`config.mk`:
```
export PLATFORM = sky130hd
export DESIGN_NAME = pmc_link
export DESIGN_NICKNAME = d
export VERILOG_FILES = /design/src/rtl/pmc_link.sv
export SDC_FILE = /design/constraint.sdc
export NUM_CORES = 1
export LEC_CHECK = 0
export ABC_AREA = 1
export BUFFER_PORTS_ARGS = -buffer_cell sky130_fd_sc_hd__buf_4
export CORE_ASPECT_RATIO = 1.25
export CORE_UTILIZATION = 45
export DETAILED_ROUTE_END_ITERATION = 10
export SYNTH_ARGS = -nofsm -noshare
export SYNTH_HDL_FRONTEND = slang
export SYNTH_SLANG_ARGS = --single-unit
```
`constraint.sdc`:
```
create_clock -name clk -period 1.3 [get_ports clk]
set_input_delay 0.26 -clock clk [delete_from_list [all_inputs] [get_ports clk]]
set_output_delay 0.26 -clock clk [all_outputs]
set_load 0.01 [all_outputs]
```
`src/rtl/pmc_link.sv`:
```
module pmc_link #(
  parameter int DIV = 2
) (
  input  logic clk,
  input  logic rst_n,
  input  logic tx_valid,
  input  logic tx_data,
  output logic tx_ready,
  output logic tx_line,
  input  logic rx_line,
  output logic rx_valid,
  output logic rx_data,
  output logic rx_err
);
  localparam int P   = 4 * DIV;
  localparam int PW  = $clog2(P);
  localparam int TMO = 6 * DIV;
  localparam int CW  = $clog2(TMO + 1);
  localparam logic [PW-1:0] Q1   = PW'(DIV);
  localparam logic [PW-1:0] Q3   = PW'(3 * DIV);
  localparam logic [PW-1:0] LAST = PW'(P - 1);
  localparam logic [CW-1:0] CMAX = CW'(TMO);
  localparam logic [CW-1:0] CTMO = CW'(TMO - 1);
  localparam logic [CW-1:0] HALF = CW'(2 * DIV);

  logic [PW-1:0] ph;
  logic          cur, idle;

  assign tx_ready = rst_n && (ph == LAST);
  assign tx_line  = (ph < Q1) || (cur && ph < Q3);

  always_ff @(posedge clk) begin
    if (!rst_n) begin
      ph   <= '0;
      cur  <= 1'b0;
      idle <= 1'b1;
    end else if (ph == LAST) begin
      ph <= '0;
      if (tx_valid) cur <= tx_data;
      else begin
        cur  <= idle;
        idle <= ~idle;
      end
    end else begin
      ph <= ph + 1'b1;
    end
  end

  logic          s0, s1, s2, seen;
  logic [CW-1:0] hi, gap;
  logic          rise, fall, tmo;

  assign rise = s1 & ~s2;
  assign fall = ~s1 & s2;
  assign tmo  = !rise && (gap == CTMO);

  always_ff @(posedge clk) begin
    if (!rst_n) begin
      {s0, s1, s2} <= '0;
      hi       <= '0;
      gap      <= '0;
      seen     <= 1'b0;
      rx_err   <= 1'b0;
      rx_valid <= 1'b0;
      rx_data  <= 1'b0;
    end else begin
      s0 <= rx_line;
      s1 <= s0;
      s2 <= s1;
      if (rise)                  hi <= CW'(1);
      else if (s1 && hi != CMAX) hi <= hi + 1'b1;
      if (rise)             gap <= '0;
      else if (gap != CMAX) gap <= gap + 1'b1;
      if (rise)     begin seen <= 1'b1; rx_err <= 1'b0; end
      else if (tmo) begin seen <= 1'b0; rx_err <= 1'b1; end
      rx_valid <= fall && seen && !tmo;
      if (fall) rx_data <= (hi > HALF);
    end
  end
endmodule


```
Yosys cells after proc, flatten, opt, wreduce, memory -nomap -nowiden
Index checks and enable logic that the tools add are counted.
{"block": "op_classes", "addsub": 3, "n_lt_le_gt_ge": 3, "eq_ne": 4, "muxes": 5, "bitwise_logic": 7, "n_reduce_logical": 14}
{"operator": "4-bit by 1-bit adder with 4-bit output, second input constant", "n": 2}
{"operator": "4-bit inequality test, second input constant", "n": 2}
{"operator": "1-bit logical AND", "n": 6}
{"operator": "1-bit two-way mux", "n": 5}
{"operator": "1-bit NOT", "n": 5}
{"operator": "4-bit equality test, second input constant", "n": 1}
{"operator": "4-bit by 3-bit > comparator with 1-bit output, second input constant", "n": 1}
{"operator": "2-bit nonzero test", "n": 2}
{"operator": "2-bit OR reduction", "n": 2}
{"operator": "3-bit by 1-bit adder with 3-bit output, second input constant", "n": 1}
{"operator": "3-bit equality test, second input constant", "n": 1}
{"operator": "3-bit by 2-bit < comparator with 1-bit output, second input constant", "n": 1}
{"operator": "3-bit < comparator, second input constant", "n": 1}
{"operator": "1-bit bitwise AND", "n": 2}
{"operator": "1-bit zero test", "n": 2}
{"operator": "2-bit AND reduction", "n": 1}
{"operator": "1-bit logical OR", "n": 1}
{"block": "totals", "reg_bits": 20, "in_bits": 5, "output_inout_bits": 5, "word_cells": 49}

Logic depth before layout (Yosys ltp)
Gate-level depths: netlist (run 1).
{"block": "logic_depth", "word_depth": 6, "depth_mapped": 8}

Worst setup path after synthesis (run 1)
OpenSTA, ideal clock, no wires.
{"block": "synth_path", "path_kind": "register to register", "from": "reg hi[0]", "to": "reg hi[2]", "setup_time_ps": 115, "arrival_time_ps": 992, "setup_slack_ps": 193, "path_stages_with_launch": 9, "n_path_buf": 0, "synth_period_minus_slack_ps": 1107, "path_cell_list": "dfxtp_1 > inv_1 > ha_1 > nand3_2 > nand2_2 > inv_2 > nand3_1 > nand2_1 > nor2_1"}
{"block": "synth_via", "elab_chain_cells": 2}
{"item": "start, declared", "line_no": "50", "rtl": "logic [CW-1:0] hi, gap;"}
{"item": "start signal, assigned", "line_no": "71", "rtl": "else if (s1 && hi != CMAX) hi <= hi + 1'b1;"}
{"item": "parallel branches: the longest is 2 deep, another holds 4-bit by 1-bit adder with 4-bit output"}
Parallel ways; which one is timed is not known.
A chain may end at the register's enable or synchronous reset.

Final worst setup path (run 1)
{"block": "layout_path", "from": "reg ph[1]", "to": "out tx_ready"}
{"block": "layout_via", "elab_chain_cells": 2}
{"item": "start, declared", "line_no": "26", "rtl": "logic [PW-1:0] ph;"}
{"item": "start signal, assigned", "line_no": "45", "rtl": "ph <= ph + 1'b1;"}
{"item": "3-bit equality test", "line_no": "29", "rtl": "assign tx_ready = rst_n && (ph == LAST);"}
{"item": "1-bit logical AND", "line_no": "29"}
{"item": "end, declared", "line_no": "8", "rtl": "output logic tx_ready,"}
No other way between the ends.

==> results of run 1 <==
-- cells in the mapped netlist --
master	instances
ha_1	7
nand2_2	2
nand3_2	1
xor2_1	1
buf_2	1
nand2_1	22
nor3_1	2
inv_1	20
nand4_1	1
nor2_1	7
nand3_1	7
a21oi_1	9
nor3b_1	1
inv_2	2
dfxtp_1	20
a31oi_1	1
o21ai_0	7
o21ai_1	1
-- cell type report --
cell class,instances,area (um2),area share
Clock buffer,4,36.3,0.0350
Tap cell,19,23.8,0.0229
Inverter,22,82.6,0.0796
Multi-Input combinational cell,69,405,0.391
Sequential cell,20,410,0.396
Timing Repair Buffer,10,78.8,0.0760
-- layout by cell type (no fill, tap or decap) --
| cell type | n |
|---|---|
| a21oi_1 | 9 |
| a31oi_1 | 1 |
| buf_4 | 9 |
| buf_6 | 1 |
| clkbuf_4 | 3 |
| clkbuf_8 | 1 |
| dfxtp_1 | 16 |
| dfxtp_2 | 2 |
| dfxtp_4 | 2 |
| ha_1 | 5 |
| ha_4 | 2 |
| inv_1 | 19 |
| inv_2 | 3 |
| nand2_1 | 21 |
| nand2_2 | 3 |
| nand3_1 | 7 |
| nand3_2 | 1 |
| nand4_1 | 1 |
| nor2_1 | 7 |
| nor3_1 | 2 |
| nor3b_1 | 1 |
| o21ai_0 | 7 |
| o21ai_1 | 1 |
| xor2_1 | 1 |
-- per-layer routing --
| metal | share of wire | vias up | track usage |
|---|---|---|---|
| met5 | 0 | - | 0 |
| met4 | 0.0075 | 0 | 0.0806 |
| met3 | 0.022 | 2 | 0.0261 |
| met2 | 0.50 | 6 | 0.268 |
| met1 | 0.47 | 311 | 0.171 |
| li1 | - | 379 | - |
-- kinds of logic (layout without fill, tap and decap cells) --
kind of cell | count (synthesis) | in the layout
simple gates | 43 | 43
compound gates | 18 | 18
buf+inv | 23 | 36
xor+xnor | 1 | 1
flops | 20 | 20
fa+ha+maj | 7 | 7
-- power groups by stage --
stage,clock (mW),sequential (mW),combinational (mW)
finish,0.356,0.666,0.111
CTS,0.372,0.666,0.112
detailed placement,0,0.675,0.105
global placement,0,0.675,0.102
global route,0.392,0.670,0.131
floorplan,0,0.671,0.0707
-- worst reg2reg max path, cell delays in order, from the launching register on --
cell     delay [ns]
dfxtp_1        0.41
inv_1          0.06
ha_1           0.20
nand3_1        0.15
inv_1          0.07
o21ai_0        0.15
inv_1          0.05
-- through the flow --
step | hold WS [ns] | util
3_5_place_dp | 0.400 | 0.533
2_1_floorplan | 0.358 | -
6_report | 0.142 | 0.581
5_1_grt | 0.129 | 0.581
3_3_place_gp | 0.395 | 0.533
4_1_cts | 0.135 | 0.577
-- timing repair --
action / CTS / global route
setup endpoints to repair: 2 / 4
pin swaps: 1 / 2
hold endpoints to repair: 0 / 0
buffers inserted: 1 / 0
resized for setup: 9 / 4
-- final timing paths --
kind,startpoint,to,slack (ns),depth (start not counted)
setup / recovery,ph[1],tx_ready,-0.14,5
hold / removal,rx_line,s0,0.14,3
hold reg to reg,s0,s1,0.42,2
setup reg to reg,gap[0],gap[2],0.11,6
==> impl_metrics.json, run 1 <==
{
  "vias_per_cell": 4.85,
  "wl_um": 1340,
  "path_buf_inv": 2,
  "ir_worst_vdd_uv": 729,
  "crit_fanout": 3,
  "path_class": "reg -> out",
  "synthSimpleGateAreaFrac": 0.220,
  "hold_buffers": 0,
  "path_clk_slew_ns": 0.11,
  "violations": "negative setup slack",
  "slowest_stage": "dfxtp_4",
  "crit_family": "flip-flops",
  "p_sw_mw": 0.268,
  "synthXorXnorAreaFrac": 0.0101,
  "synthToLayoutAreaGrowth_pct": 19.8,
  "internal_power_mw": 0.864,
  "synth-compound-area-share": 0.105,
  "tritoncts": "built",
  "ant_nets": 0,
  "finalCritPeriodShare": 1.10,
  "avgSynthCellArea_um2": 7.73,
  "cap_violations": 0,
  "cts-root-buf": "clkbuf_4",
  "postLayoutCellArea_um2": 1040,
  "num_rows": 17,
  "synthAdderAreaFrac": 0.101,
  "fin_skew_ns": 0.00419,
  "pwr-share-seq": 0.588,
  "drtIter0Drc": 3,
  "hpwlAfterDp_um": 1020,
  "worst_path_most_repeated_cell": "ha_4",
  "grt_pass1_vias": 614,
  "holdCritPathClass": "in -> reg",
  "drc_errors": 0,
  "path_cells": "ha_4, ha_4, nand2_2, inv_2, buf_6",
  "finalNetCount": 138,
  "fillers": 186,
  "placed_cells": 139,
  "clkSinkCount": 20,
  "first_pass_iters": 4,
  "yosysTopAreaCell": "dfxtp_1",
  "synth_top_family_by_area": "simple AND/OR/NAND/NOR gates",
  "gp_congestion": 0.679,
  "syn_nets": 124,
  "post_route_cells_drive_above_1_share": 0.216,
  "dp_slack_ns": 0.100,
  "p_total_mw": 1.13,
  "finalHoldViolCount": 0,
  "syn-instance-count": 112,
  "crit_arrival_ns": 1.18,
  "grt_max_degree": 12,
  "setup_viol": 1,
  "synth_warnings": 0,
  "cp.required_ns": 1.04,
  "grt.total_usage": 0.156,
  "synth.area.top_cells": "dfxtp_1 46%, ha_1 10%, nand2_1 9.5%, inv_1 8.7%, a21oi_1 5.2%",
  "top_regs": "gap: 4 flops, hi: 4 flops, ph: 3 flops",
  "cts-htree-levels": 1,
  "fp.dieW_um": 41.2,
  "period_minus_slack_ns": 1.44,
  "grt_pass1_wl_um": 2280,
  "setup_tns_ns": -0.136,
  "startpoint_type": "register",
  "diodes": 0,
  "fin_cells": 144,
  "end_kind": "output port",
  "cts_buffers": 3,
  "clock_path_buffers": 2,
  "syn-cell-area_um2": 866,
  "synth_seq_area_share": 0.462,
  "status": "complete, but fails checks",
  "worst_pin_slew_ns": 0.209,
  "overflow": 0,
  "synth_top_area_frac": 0.462,
  "synth_cell_types": 18,
  "routedWlPerCell_um": 9.27,
  "rsz0062_at_grt": "true",
  "final.setup.worst_slack_ns": -0.136,
  "clkPwrFrac": 0.314,
  "p_per_area_nw_per_um2": 1090,
  "dr_total_vias": 698,
  "io_pins": 10,
  "ys_seq_elements": 20,
  "netSwitchingFraction": 0.237,
  "power_frac_comb": 0.098,
  "coreArea_um2": 1790,
  "synthMuxAreaShare": 0,
  "leakage_nw": 0.504,
  "fmax_mhz": 696,
  "die-area_um2": 2100,
  "drv_slew": 0,
  "die_h_um": 51.0,
  "port_buffers": 9,
  "place_area_um2": 952,
  "max-slew-margin-rel": 0.860,
  "antenna_found_initial": 0,
  "initial_core_util": 0.485,
  "critPathMaxStageDelay_ns": 0.37,
  "clk_latency_ns": 0.29
}
(Power assumes the default switching activity.)
==> inputs of run 2 (changes only) <==
--- a/config.mk
+++ b/config.mk
@@ -6,10 +6,10 @@
 export NUM_CORES = 1
 export LEC_CHECK = 0
 export ABC_AREA = 1
-export BUFFER_PORTS_ARGS = -buffer_cell sky130_fd_sc_hd__buf_4
 export CORE_ASPECT_RATIO = 1.25
 export CORE_UTILIZATION = 45
 export DETAILED_ROUTE_END_ITERATION = 10
+export DONT_BUFFER_PORTS = 1
 export SYNTH_ARGS = -nofsm -noshare
 export SYNTH_HDL_FRONTEND = slang
 export SYNTH_SLANG_ARGS = --single-unit
==> run 2 against run 1 <==
Effect of this change: the run still ends with negative setup slack left; power down 1.0%; routed wire length up 10%; sequential power about the same; clock power about the same; sequential cell count unchanged; largest cell class is now multi-input gates; highest routed layer unchanged.
==> impl_metrics.json, run 2 (synthesis gave the netlist of run 1 again) <==
{
  "status": "complete, but fails checks",
  "violations": "negative setup slack",
  "grt_pass1_wl_um": 2170,
  "clkPwrFrac": 0.316,
  "setup_viol": 1,
  "final_common_cell": "nand2_1",
  "final_cell_mix": "21 x nand2_1, 19 x inv_1, 16 x dfxtp_1",
  "finalHoldViolCount": 0,
  "cts_buffers": 3,
  "ant_nets": 0,
  "crit_arrival_ns": 1.07,
  "top_regs": "gap: 4 flops, hi: 4 flops, ph: 3 flops",
  "num_rows": 17,
  "dr_total_vias": 699,
  "critPathMaxStageDelay_ns": 0.35,
  "netSwitchingFraction": 0.234,
  "drv_slew": 0,
  "p_total_mw": 1.12,
  "power_frac_comb": 0.089,
  "worst_path_most_repeated_cell": "ha_4",
  "startpoint_type": "register",
  "cp.required_ns": 1.04,
  "path_class": "reg -> out",
  "initial_core_util": 0.485,
  "r2r_start": "ph[0]",
  "vias_per_cell": 5.07,
  "p_sw_mw": 0.262,
  "coreArea_um2": 1790,
  "synthToLayoutAreaGrowth_pct": 14.0,
  "routedWlPerCell_um": 10.7,
  "path_clk_slew_ns": 0.11,
  "holdCritPathClass": "in -> reg",
  "hold_path_end": "idle",
  "die_h_um": 51.0,
  "tritoncts": "built",
  "leakage_nw": 0.474,
  "fmax_mhz": 752,
  "r2r_end": "cur",
  "max-slew-margin-rel": 0.854,
  "fin_hold_ws_ns": 0.0422,
  "r2r_slack_ns": 0.07,
  "die-area_um2": 2100,
  "antenna_found_initial": 0,
  "port_buffers": 0,
  "cap_violations": 0,
  "hold_depth": 1,
  "crit_fanout": 2,
  "slowest_stage": "dfxtp_2",
  "finalNetCount": 132,
  "cts-root-buf": "clkbuf_4",
  "overflow": 0,
  "clk_latency_ns": 0.29,
  "fp.dieW_um": 41.2,
  "rsz0062_at_grt": "true",
  "wl_um": 1470,
  "grt.total_usage": 0.155,
  "p_per_area_nw_per_um2": 1140,
  "fin_skew_ns": 0.00282,
  "hpwlAfterDp_um": 1060,
  "end_kind": "output port",
  "hold_buffers": 0,
  "internal_power_mw": 0.858,
  "post_route_cells_drive_above_1_share": 0.185,
  "drc_errors": 0,
  "drtIter0Drc": 9,
  "diodes": 0,
  "path_cells": "ha_4, ha_4, nand2_2, inv_2",
  "fillers": 181,
  "final.setup.worst_slack_ns": -0.0290,
  "grt_max_degree": 12,
  "clock_path_buffers": 2,
  "r2r_cells": 6,
  "min_from": "rst_n",
  "grt_pass1_vias": 605,
  "io_pins": 10,
  "first_pass_iters": 4,
  "finalCritPeriodShare": 1.02,
  "ir_worst_vdd_uv": 742,
  "cts-htree-levels": 1,
  "gp_congestion": 0.699,
  "period_minus_slack_ns": 1.33,
  "worst_pin_slew_ns": 0.219,
  "pwr-share-seq": 0.594,
  "clkSinkCount": 20
}
## run 2: changes by cell type in the layout (fill, tap and decap cells not counted)
cell,change
buf_4,-5
buf_6,-1
dfxtp_2,+2
dfxtp_4,-2
o21ai_0,-1
o21ai_2,+1
## run 2: metal layers
| layer | vias up | wire [um] | GRT usage |
|---|---|---|---|
| met2 | 6 | 796 | 0.263 |
| met5 | - | 0 | 0 |
| met4 | 0 | 17 | 0.113 |
| met1 | 328 | 637 | 0.155 |
| met3 | 2 | 21 | 0.0261 |
| li1 | 363 | - | - |
## run 2: how the worst max path moves through the flow
stage	from	endpoint
final	ph[0]	tx_ready
after global routing	ph[0]	tx_ready
after CTS	ph[0]	tx_ready
after detailed placement	hi[0]	hi[2]
after global placement	hi[0]	hi[2]
after floorplan	hi[0]	hi[2]
## run 2: what timing repair did
item / CTS / global route
setup endpoints to repair: 1 / 4
pin swaps: 1 / 1
resized for setup: 9 / 3
setup buffers: 2 / 1
## run 2: power by group through the flow
stage	clock, mW	sequential [mW]	combinational (mW)
finish	0.355	0.666	0.100
global route	0.389	0.669	0.115
CTS	0.377	0.665	0.0976
detailed placement	0	0.674	0.0860
global placement	0	0.673	0.0817
floorplan	0	0.671	0.0707
## run 2: area by class of cell
cell class	count	area [um2]	share of cell area
clock buffer	4	36.3	0.0368
tap	19	23.8	0.0241
inverter	22	82.6	0.0837
timing repair buffer	4	30.0	0.0304
multi-input combinational	69	409	0.414
sequential	20	405	0.411
## run 2: metrics by stage
| stage | area, um2 | util | setup TNS (ns) | instances | worst slack [ns] |
|---|---|---|---|---|---|
| floorplan | 866 | - | 0 | 112 | 0.193 |
| global placement | 892 | 0.499 | 0 | 131 | 0.151 |
| detailed placement | 892 | 0.499 | 0 | 131 | 0.0983 |
| CTS | 973 | 0.545 | -0.0374 | 137 | -0.0374 |
| global route | 987 | 0.553 | -0.0642 | 138 | -0.0642 |
| finish | 987 | 0.553 | -0.0290 | 138 | -0.0290 |
## run 2: critical path: cells and delay by family (launching register included)
kind / cells / cell delay (ns)
adders and majority gates: 2 / 0.33
buffers and inverters: 1 / 0.04
DFF: 1 / 0.35
and+or+nand+nor: 1 / 0.05
==> inputs of run 3 (changes only) <==
--- a/config.mk
+++ b/config.mk
@@ -6,10 +6,13 @@
 export NUM_CORES = 1
 export LEC_CHECK = 0
 export ABC_AREA = 1
+export CELL_PAD_IN_SITES_DETAIL_PLACEMENT = 2
+export CELL_PAD_IN_SITES_GLOBAL_PLACEMENT = 2
 export CORE_ASPECT_RATIO = 1.25
-export CORE_UTILIZATION = 45
+export CORE_UTILIZATION = 34
 export DETAILED_ROUTE_END_ITERATION = 10
 export DONT_BUFFER_PORTS = 1
+export PLACE_DENSITY_LB_ADDON = 0.1
 export SYNTH_ARGS = -nofsm -noshare
 export SYNTH_HDL_FRONTEND = slang
 export SYNTH_SLANG_ARGS = --single-unit
==> run 3 against run 2 <==
Effect of this change: the run still ends with negative setup slack left; fmax decreased by 1.9%; global-route usage increased by 2.1 points; die area increased by 31%; largest cell class unchanged; largest power group unchanged.
==> impl_metrics.json, run 3 (synthesis gave the netlist of run 1 again) <==
{
  "status": "complete, but fails checks",
  "violations": "negative setup slack",
  "setup_tns_ns": -0.0552,
  "worst_path_most_repeated_cell": "ha_4",
  "cts_buffers": 3,
  "grt_pass1_wl_um": 3310,
  "fin_skew_ns": 0.00809,
  "dr_total_vias": 740,
  "port_buffers": 0,
  "clk_latency_ns": 0.31,
  "hold_depth": 1,
  "grt_pass1_vias": 775,
  "cts-root-buf": "clkbuf_4",
  "grt_max_degree": 12,
  "place_area_um2": 910,
  "p_total_mw": 1.17,
  "fp.dieW_um": 47.1,
  "ant_nets": 0,
  "gp_congestion": 0.724,
  "utilization": 0.428,
  "leakage_nw": 0.484,
  "rsz0062_at_grt": "true",
  "hpwlAfterDp_um": 1480,
  "die-area_um2": 2750,
  "placed_cells": 145,
  "fin_cells": 154,
  "synthToLayoutAreaGrowth_pct": 20.1,
  "crit_fanout": 2,
  "crit_arrival_ns": 1.10,
  "critPathMaxStageDelay_ns": 0.36,
  "finalHoldViolCount": 0,
  "routedWlPerCell_um": 14.0,
  "final.setup.worst_slack_ns": -0.0552,
  "finalCritPeriodShare": 1.04,
  "tritoncts": "built",
  "path_cells": "ha_4, ha_4, nand2_2, inv_2",
  "cap_violations": 0,
  "coreArea_um2": 2430,
  "period_minus_slack_ns": 1.36,
  "initial_core_util": 0.357,
  "finalNetCount": 134,
  "cp.required_ns": 1.04,
  "hold_buffers": 0,
  "io_pins": 10,
  "seq_area_um2": 408,
  "clkSinkCount": 20,
  "max-slew-margin-rel": 0.842,
  "drc_errors": 0,
  "fmax_mhz": 738,
  "clock_path_buffers": 2,
  "holdCritPathClass": "in -> reg",
  "cp_num_cells": 4,
  "postLayoutCellArea_um2": 1040,
  "setup_viol": 1,
  "fillers": 299,
  "end_kind": "output port",
  "path_clk_slew_ns": 0.12,
  "drv_slew": 0,
  "overflow": 0,
  "crit_family": "flip-flops",
  "final_cell_mix": "19 x inv_1, 19 x nand2_1, 14 x dfxtp_1",
  "path_class": "reg -> out",
  "drtIter0Drc": 7,
  "p_per_area_nw_per_um2": 1120,
  "post_route_cells_drive_above_1_share": 0.240,
  "slowest_stage": "dfxtp_2",
  "top_regs": "gap: 4 flops, hi: 4 flops, ph: 3 flops",
  "first_pass_iters": 3,
  "worst_pin_slew_ns": 0.237,
  "grt.total_usage": 0.175,
  "ir_worst_vdd_uv": 649,
  "cts-htree-levels": 1,
  "path_buf_inv": 1,
  "startpoint_type": "register",
  "num_rows": 20,
  "diodes": 0,
  "die_h_um": 58.4,
  "vias_per_cell": 4.81,
  "wl_um": 2150,
  "r2r_cells": 7,
  "multi_input_area_um2": 427,
  "antenna_found_initial": 0
}
==> run 3: cell types whose count changed in the layout (fill, tap and decap cells not counted), sizes merged <==
cell / delta
buf: +2
==> run 3: area by class of cell <==
type,instances,area share
multi-input combinational,69,0.410
tap,33,0.0397
timing repair buffer,6,0.0433
inverter,22,0.0794
clock buffer,4,0.0349
sequential,20,0.392
==> run 3: report_power, final <==
part / internal [mW] / total [mW] / switching (mW)
Clock: 0.171 / 0.376 / 0.205
Sequential: 0.643 / 0.671 / 0.0284
Combinational: 0.0545 / 0.119 / 0.0650
==> run 3: what timing repair did <==
| item | 4_1_cts | 5_1_grt |
|---|---|---|
| pin swaps | 1 | 1 |
| endpoints found under the setup margin | 1 | 7 |
| setup buffers | 4 | 1 |
| gates resized for setup | 11 | 8 |
==> run 3: worst reg2reg max path, stage by stage, from the launching register on <==
cell,delay (ns)
dfxtp_2,0.36
ha_4,0.17
buf_4,0.12
buf_4,0.13
ha_4,0.15
inv_1,0.07
nand2_1,0.09
nor2_1,0.10
==> run 3: stage by stage <==
step / hold slack, ns / setup slack (ns)
floorplan: 0.358 / 0.193
global placement: 0.348 / 0.133
detailed placement: 0.350 / 0.0386
CTS: 0.0312 / -0.0461
global route: 0.0303 / -0.0944
finish: 0.0289 / -0.0552
==> run 3: worst paths after layout <==
| kind | to | slack [ns] | from |
|---|---|---|---|
| max | tx_ready | -0.06 | ph[1] |
| min reg2reg | s1 | 0.44 | s0 |
| max reg2reg | ph[1] | 0.05 | ph[1] |
| min | idle | 0.03 | rst_n |
==> run 3: metal layers <==
layer	part of all wire	vias to the layer above	global-route usage	routed length, um
met5	0	-	0	0
met4	0.016	0	0.0735	35
met3	0.022	4	0.0368	48
met2	0.60	9	0.325	1290
met1	0.36	359	0.180	776
li1	-	368	-	-
